[src/rtl/trc_pkg.sv]
// Shared codes and helpers for the trace status port.
// Assumes the status and data buses are one nibble wide.
package trc_pkg;

    localparam int NIB_W = 4;

    typedef enum logic [3:0] {
        PST_IDLE    = 4'b0000,
        PST_SEQ     = 4'b0001,
        PST_MARK    = 4'b0100,
        PST_BRANCH  = 4'b0101,
        PST_SZ_BYTE = 4'b1001,
        PST_SZ_WORD = 4'b1010,
        PST_SZ_LONG = 4'b1011,
        PST_EXC     = 4'b1100
    } pst_code_e;

    typedef enum logic [1:0] {
        SZ_NONE = 2'b00,
        SZ_BYTE = 2'b01,
        SZ_WORD = 2'b10,
        SZ_LONG = 2'b11
    } op_size_e;

    // Number of nibbles that go out for an operand size
    function automatic int nibbles_for(input logic [1:0] sz);
        case (sz)
            SZ_BYTE: nibbles_for = 2;
            SZ_WORD: nibbles_for = 4;
            SZ_LONG: nibbles_for = 8;
            default: nibbles_for = 0;
        endcase
    endfunction

    // Status code that announces an operand of a given size
    function automatic logic [3:0] size_code(input logic [1:0] sz);
        case (sz)
            SZ_BYTE: size_code = PST_SZ_BYTE;
            SZ_WORD: size_code = PST_SZ_WORD;
            default: size_code = PST_SZ_LONG;
        endcase
    endfunction

endpackage

[src/rtl/trc_opq.sv]
// Operand queue: a small FIFO of (size, value) pairs.
// Assumes push is only raised for a non-zero size. A push that finds the
// queue full is dropped and sets a sticky flag. Pop is only raised when
// the queue is not empty. Fullness is judged from the registered count,
// so a pop in the same cycle does not rescue a push into a full queue.
module trc_opq #(
    parameter int DATA_W = 32,
    parameter int DEPTH  = 4,
    localparam int AW    = (DEPTH > 1) ? $clog2(DEPTH) : 1,
    localparam int CW    = $clog2(DEPTH + 1)
) (
    input  logic              clk,
    input  logic              rst_n,
    input  logic              push,
    input  logic [1:0]        push_size,
    input  logic [DATA_W-1:0] push_data,
    input  logic              pop,
    output logic [1:0]        head_size,
    output logic [DATA_W-1:0] head_data,
    output logic              empty,
    output logic              full,
    output logic [CW-1:0]     count,
    output logic              ovf
);

    logic [1:0]        size_mem [DEPTH];
    logic [DATA_W-1:0] data_mem [DEPTH];
    logic [AW-1:0]     wr_ptr, rd_ptr;
    logic [CW-1:0]     cnt_q;
    logic              ovf_q;
    logic              do_push;

    assign full      = (cnt_q == CW'(DEPTH));
    assign empty     = (cnt_q == '0);
    assign do_push   = push && !full;
    assign head_size = size_mem[rd_ptr];
    assign head_data = data_mem[rd_ptr];
    assign count     = cnt_q;
    assign ovf       = ovf_q;

    // Advance a pointer with wrap at DEPTH
    function automatic logic [AW-1:0] bump(input logic [AW-1:0] p);
        bump = (p == AW'(DEPTH - 1)) ? '0 : p + 1'b1;
    endfunction

    // Storage write on accepted push
    always_ff @(posedge clk) begin
        if (!rst_n) begin
            for (int i = 0; i < DEPTH; i++) begin
                size_mem[i] <= 2'b00;
                data_mem[i] <= '0;
            end
        end else if (do_push) begin
            size_mem[wr_ptr] <= push_size;
            data_mem[wr_ptr] <= push_data;
        end
    end

    // Pointers, occupancy and sticky overflow
    always_ff @(posedge clk) begin
        if (!rst_n) begin
            wr_ptr <= '0;
            rd_ptr <= '0;
            cnt_q  <= '0;
            ovf_q  <= 1'b0;
        end else begin
            if (do_push) wr_ptr <= bump(wr_ptr);
            if (pop)     rd_ptr <= bump(rd_ptr);
            case ({do_push, pop})
                2'b10:   cnt_q <= cnt_q + 1'b1;
                2'b01:   cnt_q <= cnt_q - 1'b1;
                default: cnt_q <= cnt_q;
            endcase
            if (push && full) ovf_q <= 1'b1;
        end
    end

endmodule

[src/rtl/trc_nibble_ser.sv]
// Nibble serializer: loads one operand on start and drives it out least
// significant nibble first, one nibble per cycle, starting the cycle after
// the load. Its output is zero whenever no nibble is due.
// Assumes start is only raised while busy is low.
module trc_nibble_ser
    import trc_pkg::*;
#(
    parameter int DATA_W = 32,
    localparam int MAX_NIB = DATA_W / NIB_W,
    localparam int RW      = $clog2(MAX_NIB + 1)
) (
    input  logic              clk,
    input  logic              rst_n,
    input  logic              start,
    input  logic [1:0]        start_size,
    input  logic [DATA_W-1:0] start_data,
    output logic              busy,
    output logic [NIB_W-1:0]  nib_out
);

    logic [DATA_W-1:0] shreg_q;
    logic [RW-1:0]     rem_q;
    logic [NIB_W-1:0]  nib_q;

    assign busy    = (rem_q != '0);
    assign nib_out = nib_q;

    // Load on start, otherwise shift one nibble out per cycle
    always_ff @(posedge clk) begin
        if (!rst_n) begin
            shreg_q <= '0;
            rem_q   <= '0;
            nib_q   <= '0;
        end else begin
            nib_q <= busy ? shreg_q[NIB_W-1:0] : '0;
            if (start) begin
                shreg_q <= start_data;
                rem_q   <= RW'(nibbles_for(start_size));
            end else if (busy) begin
                shreg_q <= shreg_q >> NIB_W;
                rem_q   <= rem_q - 1'b1;
            end
        end
    end

endmodule

[src/rtl/trc_status_enc.sv]
// Status encoder: picks one code per cycle from the core events and the
// serializer start. Exception wins over marker, marker over branch. An
// operand start shows its size code and hides a plain completion.
// Assumes start is never raised together with exception, marker or branch.
module trc_status_enc
    import trc_pkg::*;
(
    input  logic       exc,
    input  logic       mrk,
    input  logic       br,
    input  logic       ret,
    input  logic       start,
    input  logic [1:0] start_size,
    output logic [3:0] code
);

    // Fixed-priority selection of the status code
    always_comb begin
        if (exc)        code = PST_EXC;
        else if (mrk)   code = PST_MARK;
        else if (br)    code = PST_BRANCH;
        else if (start) code = size_code(start_size);
        else if (ret)   code = PST_SEQ;
        else            code = PST_IDLE;
    end

endmodule

[src/rtl/trace_status_port.sv]
// Trace status and debug-data port. It registers one status code per cycle
// from the core events, and queues debug-data writes that it sends out
// nibble by nibble on a separate bus. It never back-pressures the core.
// Assumes all inputs are synchronous to clk. Reset is synchronous, active low.
module trace_status_port
    import trc_pkg::*;
#(
    parameter int DATA_W = 32,
    parameter int QDEPTH = 4,
    localparam int QCW   = $clog2(QDEPTH + 1)
) (
    input  logic              clk,
    input  logic              rst_n,
    input  logic              ev_retire,
    input  logic              ev_branch,
    input  logic              ev_exception,
    input  logic              ev_marker,
    input  logic              ev_ddata_wr,
    input  logic [1:0]        ddata_size,
    input  logic [DATA_W-1:0] ddata_val,
    output logic [3:0]        pst_out,
    output logic [3:0]        ddata_out,
    output logic              ovf_sticky
);

    logic              q_push, q_empty, q_full, ser_busy, ser_start, hi_evt;
    logic [1:0]        q_head_size;
    logic [DATA_W-1:0] q_head_data;
    logic [QCW-1:0]    q_count;
    logic [3:0]        code_d, pst_q;

    assign q_push    = ev_ddata_wr && (ddata_size != SZ_NONE);
    assign hi_evt    = ev_exception || ev_marker || ev_branch;
    assign ser_start = !q_empty && !ser_busy && !hi_evt;

    trc_opq #(.DATA_W(DATA_W), .DEPTH(QDEPTH)) opq_i (
        .clk       (clk),
        .rst_n     (rst_n),
        .push      (q_push),
        .push_size (ddata_size),
        .push_data (ddata_val),
        .pop       (ser_start),
        .head_size (q_head_size),
        .head_data (q_head_data),
        .empty     (q_empty),
        .full      (q_full),
        .count     (q_count),
        .ovf       (ovf_sticky)
    );

    trc_nibble_ser #(.DATA_W(DATA_W)) ser_i (
        .clk        (clk),
        .rst_n      (rst_n),
        .start      (ser_start),
        .start_size (q_head_size),
        .start_data (q_head_data),
        .busy       (ser_busy),
        .nib_out    (ddata_out)
    );

    trc_status_enc enc_i (
        .exc        (ev_exception),
        .mrk        (ev_marker),
        .br         (ev_branch),
        .ret        (ev_retire),
        .start      (ser_start),
        .start_size (q_head_size),
        .code       (code_d)
    );

    // Register the selected status code
    always_ff @(posedge clk) begin
        if (!rst_n) pst_q <= PST_IDLE;
        else        pst_q <= code_d;
    end

    assign pst_out = pst_q;

endmodule

[config.mk]
export PLATFORM = sky130hd
export DESIGN_NAME = trace_status_port
export DESIGN_NICKNAME = d
export VERILOG_FILES = /design/src/rtl/trc_pkg.sv /design/src/rtl/trc_opq.sv /design/src/rtl/trc_nibble_ser.sv /design/src/rtl/trc_status_enc.sv /design/src/rtl/trace_status_port.sv
export SDC_FILE = /design/constraint.sdc
export NUM_CORES = 1
export LEC_CHECK = 0
export BUFFER_PORTS_ARGS = -buffer_cell sky130_fd_sc_hd__buf_2
export CAP_MARGIN = 20
export CORE_MARGIN = 2
export CORE_UTILIZATION = 45
export DETAILED_ROUTE_END_ITERATION = 12
export GPL_TIMING_DRIVEN = 0
export PLACE_DENSITY = 0.63
export SLEW_MARGIN = 25
export SYNTH_ARGS = -nofsm -noshare
export SYNTH_HDL_FRONTEND = slang
export SYNTH_SLANG_ARGS = --single-unit
export TNS_END_PERCENT = 10
[constraint.sdc]
create_clock -name clk -period 2.43 [get_ports clk]
set_input_delay 0.486 -clock clk [delete_from_list [all_inputs] [get_ports clk]]
set_output_delay 0.486 -clock clk [all_outputs]
set_load 0.05 [all_outputs]
==> out/qor.yml <==
run_status:
  outcome: "complete, but fails checks"
  violations: "negative setup slack"
final_layout:
  multi_input_area_mm2: 0.00280
  layout.cells.non_filler: 914
  n_fill_cell: 1514
  layout-drive-gt1-share_pct: 21.0
  fin_nets: 719
  layout.area.seq_mm2: 0.00516
  layout.cell_area.non_filler_mm2: 0.00929
  flow.area_growth_from_synthesis_pct: 14.1
  postLayoutCoreUtil_pct: 52.1
  n_antenna_cell: 0
power_and_ir_drop:
  post-layout-total-power_mw: 7.91
  p_per_area_mw_per_mm2: 851
  peakVddDrop_mv: 0.645
  p_leak_nw: 3.41
placement:
  place.gp.congestion: 0.783
  detailed_place.area_mm2: 0.00873
  preCtsSetupSlack_ns: -0.216
  place.detailed.instances: 882
  portBuffers: 49
  place_hpwl_um: 11000
sta:
  report.final.slew_viol_count: 0
  slew_headroom_pct: 44.7
  timing.hold.ws_ns: 0.302
  timing.final.crit_share_pct: 105
  max_freq_mhz: 393
  tightest_slew_ns: 0.825
  final.setup_skew_ns: 0.00950
  finalCriticalPeriod_ns: 2.54
  rsz0062_at_grt: "true"
  setup_viol: 102
  postLayoutSetupSlackWorst_ns: -0.112
  fin_setup_tns_ns: -6.10
  number_of_hold_violations_in_the_final_report: 0
critical_path:
  startpoint_type: "flip-flop"
  critical_path.reg2reg.endpoint: "opq_i.data_mem[2][24]$_SDFFCE_PN0P_"
  cp.required_ns: 2.50
  worstReg2RegStart: "opq_i.count[0]$_SDFFE_PN0P_"
  critPathMaxFanout: 34
  reg2reg_depth: 4
  cp.arrival_ns: 2.61
  crit_start: "opq_i.count[0]$_SDFFE_PN0P_"
  timing.critical_path.slowest_stage_cell: "sky130_fd_sc_hd__nor3b_2"
  setup.worst_path.class: "flip-flop to flip-flop"
  critical_path.top_delay_family: "simple AND/OR/NAND/NOR gates"
  rrSetupSlack_ns: -0.11
  crit_buf_inv: 0
  critical_path_cell_list: "or3b_1 > nand3_2 > nor3b_2 > nand2b_4"
  critical_path.max_stage_delay_ns: 0.70
  worst_setup_path_end_kind: "flip-flop"
run:
  maxCapViolations: 0
clock_tree:
  clock-root-buffer: "sky130_fd_sc_hd__clkbuf_16"
  cts_num_sinks: 190
  postCtsHoldBufs: 0
  cts.reportedPaths.clkPinSlew_ns: 0.06
  worst_skew_pair.late_latency_ns: 0.43
  cts-buffers-inserted: 17
  cts.path.max_buffers: 2
  htree_num_levels: 4
  tritoncts: "done"
die:
  die_outline_area_mm2: 0.0192
  core_area_mm2: 0.0178
  chipHeight_um: 139
  start_util_pct: 45.6
  number_of_primary_i_o_pins: 50
  row_count: 49
  die_w_um: 139
route:
  drc: 0
  antenna_left: 0
  dr.first_iter.drc_count: 433
  route.final.wire_length_um: 17000
  first_pass_iters: 5
  routed_via_count: 4886
  route.detailed.wl_per_inst_um: 18.6
  post_drt_via_cell_ratio: 5.35
synth:
  async_reset_ff_share_pct: 0
  yosysTopAreaCell: "sky130_fd_sc_hd__edfxtp_1"
  synth_warnings: 0
  synthDistinctLibCells: 43
  yosysSeqAreaShare_pct: 63.4
  synth_top_cells_by_count: "sky130_fd_sc_hd__and2_1, sky130_fd_sc_hd__edfxtp_1, sky130_fd_sc_hd__a21oi_1"
  post_synth_inst_count: 603
  syn_avg_cell_area_um2: 13.5
  synth.net_count: 650
  synth-edff-count: 136
  syn-cell-area_mm2: 0.00814
  synthMostInstantiatedCell: "sky130_fd_sc_hd__and2_1"
  synth_top_area_share_pct: 50.1
  netlist_top_cells_area: "sky130_fd_sc_hd__edfxtp_1, sky130_fd_sc_hd__dfxtp_1, sky130_fd_sc_hd__and2_1"
  ys_ff_latch: 190
  yosys_most_used_dff: "sky130_fd_sc_hd__edfxtp_1"
grt:
  global_route.overflow_total: 0
  gr-usage-met2_pct: 31.6
  grt_pass1_wl_um: 27000
  global_route.usage.met3_pct: 3.69
  number_of_antenna_violations_at_the_first_check_in_global_routing: 0
  grt_max_degree: 35
  grtUsageMet1_pct: 23.8
  groute.usage.overall_pct: 18.6
  grt_busiest_layer: "met2"
  first_global_vias: 5151
worst_hold_path:
  timing.hold.worst.class: "input pin to flip-flop"
  worst_hold_startpoint: "ev_exception"
  hold_path_end: "pst_out[3]$_SDFF_PN0_"
  holdPathStages: 2
## logic make-up (layout without fill, tap and decap cells)
logic type,Yosys count,in the layout,share of synthesized area [%]
flip-flops,190,190,63.4
AO/OA/AOI/OAI,99,99,6.48
XOR/XNOR,4,4,0.430
multiplexers,39,39,10.0
AND/OR/NAND/NOR,221,221,16.0
buffers and inverters,44,126,2.60
adder cells (fa/ha/maj),6,6,1.01
## layer usage
metal	routed length, um	vias to the layer above	part of all wire (%)
met5	0	-	0
met4	344	0	2.0
met3	771	26	4.5
met2	8650	126	51
met1	7250	2418	43
li1	-	2316	-
## final cells by class
cell class | instances | area share [%]
buffer | 39 | 2.07
clock buffer | 23 | 5.04
sequential | 190 | 55.6
tap | 229 | 3.08
multi-input combinational | 369 | 30.1
clock inverter | 9 | 0.929
timing repair buffer | 51 | 3.02
inverter | 4 | 0.162
## how the worst max path moves through the flow
stage / cells past startpoint / to
after global placement: 5 / opq_i.data_mem[1][24]$_SDFFCE_PN0P_
final: 4 / opq_i.data_mem[2][24]$_SDFFCE_PN0P_
after detailed placement: 5 / opq_i.data_mem[1][28]$_SDFFCE_PN0P_
after floorplan: 4 / opq_i.data_mem[1][0]$_SDFFCE_PN0P_
after CTS: 4 / opq_i.data_mem[1][26]$_SDFFCE_PN0P_
after global routing: 4 / opq_i.data_mem[1][10]$_SDFFCE_PN0P_
## what timing repair did
item / CTS / global route
endpoints found under the setup margin: 104 / 104
gates resized for setup: 0 / 3
buffers inserted: 1 / 0
pin swaps: 1 / 0
## cells in the final DEF (no fill, tap or decap), types with 4 or more instances in the layout
master / n
sky130_fd_sc_hd__a21oi_1: 57
sky130_fd_sc_hd__and2_1: 138
sky130_fd_sc_hd__and3_1: 5
sky130_fd_sc_hd__buf_1: 4
sky130_fd_sc_hd__buf_2: 56
sky130_fd_sc_hd__buf_6: 5
sky130_fd_sc_hd__clkbuf_1: 27
sky130_fd_sc_hd__clkbuf_16: 17
sky130_fd_sc_hd__dfxtp_1: 54
sky130_fd_sc_hd__edfxtp_1: 136
sky130_fd_sc_hd__ha_1: 4
sky130_fd_sc_hd__inv_1: 4
sky130_fd_sc_hd__mux2i_1: 5
sky130_fd_sc_hd__mux4_2: 34
sky130_fd_sc_hd__nand2_1: 40
sky130_fd_sc_hd__nand3_1: 4
sky130_fd_sc_hd__nor2_1: 9
sky130_fd_sc_hd__nor2b_1: 4
sky130_fd_sc_hd__o21ai_0: 30
## registers in the layout, indices dropped and copies added, names as in the netlist, named ones only
register,flops
opq_i.data_mem,128
ser_i.shreg_q,32
opq_i.size_mem,8
pst_out,4
ser_i.nib_out,4
ser_i.rem_q,4
opq_i.count,3
opq_i.rd_ptr,2
opq_i.wr_ptr,2
opq_i.ovf,1
## power by group
group / leakage, nW / internal (mW) / switching, mW
Sequential: 1.85 / 3.81 / 0.139
Combinational: 1.29 / 0.496 / 0.838
Clock: 0.264 / 1.47 / 1.16
Total: 3.41 / 5.77 / 2.14
No activity file was read; power rests on OpenSTA's default activity.
